==> src/rtl/res_osc_pkg.sv <==
package res_osc_pkg;
  typedef enum logic [1:0] {
    OP_IDLE = 2'd0,
    OP_LOAD = 2'd1,
    OP_STEP = 2'd2
  } res_op_e;
endpackage

==> src/rtl/res_osc_ctrl.sv <==
module res_osc_ctrl
  import res_osc_pkg::*;
(
  input  logic    clk_i,
  input  logic    rst_ni,
  input  logic    load_i,
  input  logic    en_i,
  output res_op_e op_o,
  output logic    valid_o
);
  // load has priority over a step in the same cycle
  always_comb begin
    if (load_i)    op_o = OP_LOAD;
    else if (en_i) op_o = OP_STEP;
    else           op_o = OP_IDLE;
  end

  always_ff @(posedge clk_i or negedge rst_ni) begin
    if (!rst_ni) valid_o <= 1'b0;
    else         valid_o <= (op_o == OP_STEP);
  end

  assert_load_wins_R7: assert property (@(posedge clk_i) disable iff (!rst_ni)
    load_i |=> !valid_o);
  assert_valid_after_step_R6: assert property (@(posedge clk_i) disable iff (!rst_ni)
    (en_i && !load_i) |=> valid_o);
  assert_idle_no_valid_R5: assert property (@(posedge clk_i) disable iff (!rst_ni)
    (!en_i && !load_i) |=> !valid_o);
endmodule

==> src/rtl/res_osc_mac.sv <==
module res_osc_mac #(
  parameter int DATA_W    = 16,
  parameter int COEF_W    = 16,
  parameter int COEF_FRAC = 14,
  localparam int PROD_W   = DATA_W + COEF_W,
  localparam int RND_W    = PROD_W + 1 - COEF_FRAC
) (
  input  logic signed [COEF_W-1:0] coef_i,
  input  logic signed [DATA_W-1:0] y1_i,
  output logic signed [RND_W-1:0]  rnd_o
);
  localparam logic [PROD_W:0] HALF = (PROD_W+1)'(2**(COEF_FRAC-1));

  logic signed [PROD_W-1:0] prod;
  logic        [PROD_W:0]   prod_b;

  assign prod   = coef_i * y1_i;
  // half-LSB bias, then drop the fraction bits (floor)
  assign prod_b = {prod[PROD_W-1], prod} + HALF;
  assign rnd_o  = $signed(prod_b[PROD_W:COEF_FRAC]);
endmodule

==> src/rtl/res_osc_sat_sub.sv <==
module res_osc_sat_sub #(
  parameter int DATA_W = 16,
  parameter int RND_W  = 19,
  localparam int DIFF_W = RND_W + 1,
  localparam int EXT_W  = DIFF_W - DATA_W
) (
  input  logic                     clk_i,
  input  logic                     rst_ni,
  input  logic signed [RND_W-1:0]  a_i,
  input  logic signed [DATA_W-1:0] b_i,
  output logic signed [DATA_W-1:0] res_o
);
  localparam logic [DATA_W-1:0] MAX_V = {1'b0, {(DATA_W-1){1'b1}}};
  localparam logic [DATA_W-1:0] MIN_V = {1'b1, {(DATA_W-1){1'b0}}};

  logic [DIFF_W-1:0] diff;
  logic              ovf;

  assign diff = {a_i[RND_W-1], a_i} - {{EXT_W{b_i[DATA_W-1]}}, b_i};
  // overflow when the bits above the result sign do not all match it
  assign ovf  = !((&diff[DIFF_W-1:DATA_W-1]) || !(|diff[DIFF_W-1:DATA_W-1]));

  always_comb begin
    if (!ovf)               res_o = $signed(diff[DATA_W-1:0]);
    else if (diff[DIFF_W-1]) res_o = $signed(MIN_V);
    else                    res_o = $signed(MAX_V);
  end

  assert_sat_sign_R4: assert property (@(posedge clk_i) disable iff (!rst_ni)
    res_o[DATA_W-1] == diff[DIFF_W-1]);
endmodule

==> src/rtl/res_osc_state.sv <==
module res_osc_state
  import res_osc_pkg::*;
#(
  parameter int DATA_W = 16,
  parameter int COEF_W = 16
) (
  input  logic                     clk_i,
  input  logic                     rst_ni,
  input  res_op_e                  op_i,
  input  logic signed [COEF_W-1:0] coef_ld_i,
  input  logic signed [DATA_W-1:0] y1_ld_i,
  input  logic signed [DATA_W-1:0] y2_ld_i,
  input  logic signed [DATA_W-1:0] y_next_i,
  output logic signed [COEF_W-1:0] coef_q_o,
  output logic signed [DATA_W-1:0] y1_q_o,
  output logic signed [DATA_W-1:0] y2_q_o
);
  always_ff @(posedge clk_i or negedge rst_ni) begin
    if (!rst_ni) begin
      coef_q_o <= '0;
      y1_q_o   <= '0;
      y2_q_o   <= '0;
    end else begin
      unique case (op_i)
        OP_LOAD: begin
          coef_q_o <= coef_ld_i;
          y1_q_o   <= y1_ld_i;
          y2_q_o   <= y2_ld_i;
        end
        OP_STEP: begin
          y1_q_o <= y_next_i;
          y2_q_o <= y1_q_o;
        end
        default: ;
      endcase
    end
  end

  assert_state_shift_R3: assert property (@(posedge clk_i) disable iff (!rst_ni)
    (op_i == OP_STEP) |=> (y2_q_o == $past(y1_q_o)) && $stable(coef_q_o));
  assert_load_all_R2: assert property (@(posedge clk_i) disable iff (!rst_ni)
    (op_i == OP_LOAD) |=> (y1_q_o == $past(y1_ld_i)) && (y2_q_o == $past(y2_ld_i))
                          && (coef_q_o == $past(coef_ld_i)));
  assert_hold_R5: assert property (@(posedge clk_i) disable iff (!rst_ni)
    (op_i == OP_IDLE) |=> $stable(y1_q_o) && $stable(y2_q_o) && $stable(coef_q_o));
endmodule

==> src/rtl/res_osc.sv <==
module res_osc
  import res_osc_pkg::*;
#(
  parameter int DATA_W    = 16,
  parameter int COEF_W    = 16,
  parameter int COEF_FRAC = 14,
  localparam int RND_W    = DATA_W + COEF_W + 1 - COEF_FRAC
) (
  input  logic              clk_i,
  input  logic              rst_ni,
  input  logic              load_i,
  input  logic              en_i,
  input  logic [COEF_W-1:0] coef_i,
  input  logic [DATA_W-1:0] init_prev_i,
  input  logic [DATA_W-1:0] init_prev2_i,
  output logic [DATA_W-1:0] y_o,
  output logic              valid_o
);
  res_op_e                  op;
  logic signed [COEF_W-1:0] coef_q;
  logic signed [DATA_W-1:0] y1_q, y2_q, y_next;
  logic signed [RND_W-1:0]  rnd;

  res_osc_ctrl u_ctrl (
    .clk_i   (clk_i),
    .rst_ni  (rst_ni),
    .load_i  (load_i),
    .en_i    (en_i),
    .op_o    (op),
    .valid_o (valid_o)
  );

  res_osc_mac #(.DATA_W(DATA_W), .COEF_W(COEF_W), .COEF_FRAC(COEF_FRAC)) u_mac (
    .coef_i (coef_q),
    .y1_i   (y1_q),
    .rnd_o  (rnd)
  );

  res_osc_sat_sub #(.DATA_W(DATA_W), .RND_W(RND_W)) u_sub (
    .clk_i  (clk_i),
    .rst_ni (rst_ni),
    .a_i    (rnd),
    .b_i    (y2_q),
    .res_o  (y_next)
  );

  res_osc_state #(.DATA_W(DATA_W), .COEF_W(COEF_W)) u_state (
    .clk_i     (clk_i),
    .rst_ni    (rst_ni),
    .op_i      (op),
    .coef_ld_i ($signed(coef_i)),
    .y1_ld_i   ($signed(init_prev_i)),
    .y2_ld_i   ($signed(init_prev2_i)),
    .y_next_i  (y_next),
    .coef_q_o  (coef_q),
    .y1_q_o    (y1_q),
    .y2_q_o    (y2_q)
  );

  assign y_o = y1_q;

  assert_step_output_R6: assert property (@(posedge clk_i) disable iff (!rst_ni)
    (en_i && !load_i) |=> (y_o == $past(y_next)));
endmodule

==> config.mk <==
export PLATFORM = sky130hd
export DESIGN_NAME = res_osc
export DESIGN_NICKNAME = d
export VERILOG_FILES = /design/src/rtl/res_osc_pkg.sv /design/src/rtl/res_osc_ctrl.sv /design/src/rtl/res_osc_mac.sv /design/src/rtl/res_osc_sat_sub.sv /design/src/rtl/res_osc_state.sv /design/src/rtl/res_osc.sv
export SDC_FILE = /design/constraint.sdc
export NUM_CORES = 1
export LEC_CHECK = 0
export BUFFER_PORTS_ARGS = -buffer_cell sky130_fd_sc_hd__buf_2
export CAP_MARGIN = 20
export CORE_ASPECT_RATIO = 0.7
export CORE_MARGIN = 8
export CORE_UTILIZATION = 46
export DETAILED_ROUTE_END_ITERATION = 6
export PLACE_DENSITY = 0.66
export SYNTH_ARGS = -nofsm -noshare
export SYNTH_HDL_FRONTEND = slang
export SYNTH_HIERARCHICAL = 1
export SYNTH_SLANG_ARGS = --single-unit
==> constraint.sdc <==
create_clock -name clk_i -period 7.5 [get_ports clk_i]
set_input_delay 0.75 -clock clk_i [delete_from_list [all_inputs] [get_ports clk_i]]
set_output_delay 0.75 -clock clk_i [all_outputs]
set_load 0.02 [all_outputs]
==> summary.txt <==
Logic synthesis
  • FF+latch count, synth: 49
  • Yosys top cell area share: 0.398
  • Post-synth EDFFs: 0
  • Adder-cell area share of the yosys netlist: 0.490
  • Complex-gate fraction of the synthesized area: 0.0872
  • Post-synthesis cell type count: 68
  • Largest family of logic cells by synthesized area: adder cells
  • Top FF cell, synth: dfrtp_1
  • Synthesized instance count: 1,461
  • Mux share of post-synthesis cell area: 0.0425
  • FFs w/ async S/R, synth: 1.00
  • Commonest cells post-synth: inv_1, fa_1, nand2_1
  • Ranking of synthesized cells by area: fa_1, ha_1, dfrtp_1
  • Most frequent cell after synthesis: inv_1
  • Post-Synth Simple-Gate Area: 0.148
  • YS warnings: 6
  • Syn_area_per_cell: 9.23 µm²
  • Post-Synth XOR/XNOR Area: 0.0293
  • Synth Net Count: 1,880
  • Largest area contributor in the netlist: fa_1
  • Register area share after synthesis: 0.0909
  • Syn Std Cell Area: 13,500 µm²

GRT
  • First-pass GRT wire length: 63,200 µm
  • GR Util met3: 0.0423
  • Most used routing layer: met2
  • Grt met1 use: 0.326
  • Gr ovfl total: 0
  • Total track usage: 0.228
  • Initial antenna violation count: 0
  • M2 GR Usage: 0.361
  • Vias in the first global route: 11,791
  • Pin count of the biggest net entering global routing: 65

Clock tree
  • Worst-case clock buffer depth: 2
  • Htree depth: 2
  • CTS hold repair buffers: 0
  • CTS tree: yes
  • Clock slew at reported path FFs: 90 ps
  • Inserted Clock Buffers: 5
  • Sink Count: 49
  • Clock latency on the worst-skew pair: 320 ps
  • Root Driver: clkbuf_16

STA
  • Final WS setup: -522 ps
  • Fmax: 125 MHz
  • RSZ-0062 raised after global routing: true
  • Final Setup Violations: 16
  • Final clock period utilization by the worst path: 1.07
  • Slew Limit Fails: 0
  • Final Skew: 13.2 ps
  • Slew @ Worst Pin: 1040 ps
  • Setup_tns: -7260 ps
  • Slew headroom: 0.308
  • Final hold violations: 0
  • Final min period: 8020 ps

Floorplanning
  • Die H: 159 µm
  • IO Count: 69
  • Die ar.: 35,100 µm²
  • Die Wd: 221 µm
  • Row Count: 52
  • Starting Density: 0.467
  • Core Region: 28,900 µm²

Setup path
  • FF-to-FF setup slack: -520 ps
  • CP endpoint kind: flip-flop
  • Critical path type: flip-flop to flip-flop
  • CP arrival: 8260 ps
  • Crit path max fanout: 6
  • Data required, critical path: 7740 ps
  • CP Launch Type: flip-flop
  • CP peak stage delay: 620 ps
  • Worst r2r src: u_state/coef_q_o[15]
  • Worst-path cell with the longest stage delay: fa_2
  • Crit path top cell by count: fa_1
  • Crit path from: u_state/coef_q_o[15]
  • Path depth of the worst reg2reg path: 33

Placed design
  • GPL Wtd Cong: 0.904
  • Post-DP HPWL: 32,000 µm
  • IO Port Bufs: 68

Cells and area
  • Layout area overhead: 27.1%
  • Layout Nets: 2,172
  • Antenna Cells: 0
  • Share of cells above drive strength 1: 0.303

Routing
  • DRC viols: 0
  • 1st-pass router iterations: 5
  • Drt via density: 5.15
  • WL final: 40,100 µm
  • Routed Antenna Nets: 0
  • DR iter-0 viols: 760
  • Per-cell routed wire length: 18.8 µm
  • Via count: 10,985

Flow run
  • Maxcap violations: 0

Min path
  • HP Start: u_state/y2_q_o[15]
  • Hold Crit Class: flip-flop to flip-flop
  • Hold depth: 2

Status
  • Failing checks: negative setup slack
  • Status: finished, violations left
[through the flow]
step | util | hold WS, ps | setup WS (ps) | instances | cell area [µm²]
after detailed placement | 0.555 | 475 | -892 | 2097 | 16000
after floorplan | - | 453 | -307 | 1461 | 13600
after CTS | 0.571 | 496 | -483 | 2116 | 16500
after global routing | 0.594 | 514 | -802 | 2132 | 17100
after global placement | 0.555 | 470 | -848 | 2097 | 16000
final | 0.594 | 493 | -522 | 2132 | 17100
[repair_timing]
item,4_1_cts,5_1_grt
endpoints found under the setup margin,16,16
cloned,0,2
setup buffers,11,15
gates resized for setup,50,105
pin swaps,30,73
[per-layer routing]
metal  vias up  share of wire
met3        40          0.061
met5         -              0
met4         0          0.018
met2       294           0.47
li1       5052              -
met1      5599           0.45
[final timing paths]
| kind | to |
|---|---|
| worst min register to register | u_state/y2_q_o[15] |
| worst min-delay path | u_state/y2_q_o[15] |
| max in group asynchronous | u_state/coef_q_o[4] |
| worst max-delay path | u_state/y1_q_o[8] |
| min in group asynchronous | u_state/y2_q_o[13] |
| worst max register to register | u_state/y1_q_o[8] |
[critical path, delay by kind of cell, from the launching register on]
kind            cells  cell delay, ps
compound gates     10            1960
xor+xnor            1             140
fa+ha+maj           8            3590
buf+inv             7             620
flops               1             530
mux                 2             400
simple gates        5             690
[cells by family after synthesis]
group | after synthesis
xor gates and xnor gates | 43
and+or+nand+nor | 405
buffers and inverters | 372
DFF | 49
muxes | 51
AOI/OAI and AO/OA | 174
adders and majority gates | 367
[flip-flops by register name, summed over array words and instances (netlist names)]
register and count:
u_ctrl/valid_o 1, u_state/coef_q_o 16, u_state/y1_q_o 16, u_state/y2_q_o 16
[final cells by class]
class	count	area, µm²
flip-flops and latches	49	1240
inverters	313	1180
clock inverters	3	28.8
fillers	2461	11700
well taps	378	473
multi-input cells	1040	11400
clock buffers	5	125
repair buffers	344	2690
[cell usage in the layout, fill, tap and decap left out, drive strengths merged, types with 9 or more instances in the layout]
| master | instances |
|---|---|
| a21o | 10 |
| mux2i | 34 |
| buf | 341 |
| xnor2 | 29 |
| and2 | 124 |
| mux2 | 17 |
| ha | 99 |
| o21a | 9 |
| fa | 268 |
| dfrtp | 49 |
| o21ai | 60 |
| nand3 | 15 |
| nand2 | 183 |
| nor3 | 13 |
| a21oi | 50 |
| nor2 | 36 |
| nand2b | 12 |
| xor2 | 14 |
| a31oi | 9 |
| inv | 315 |
Power is left out: the tool's default activity adds up to more than one toggle a clock period on the data nets, which glitch-free logic cannot reach.
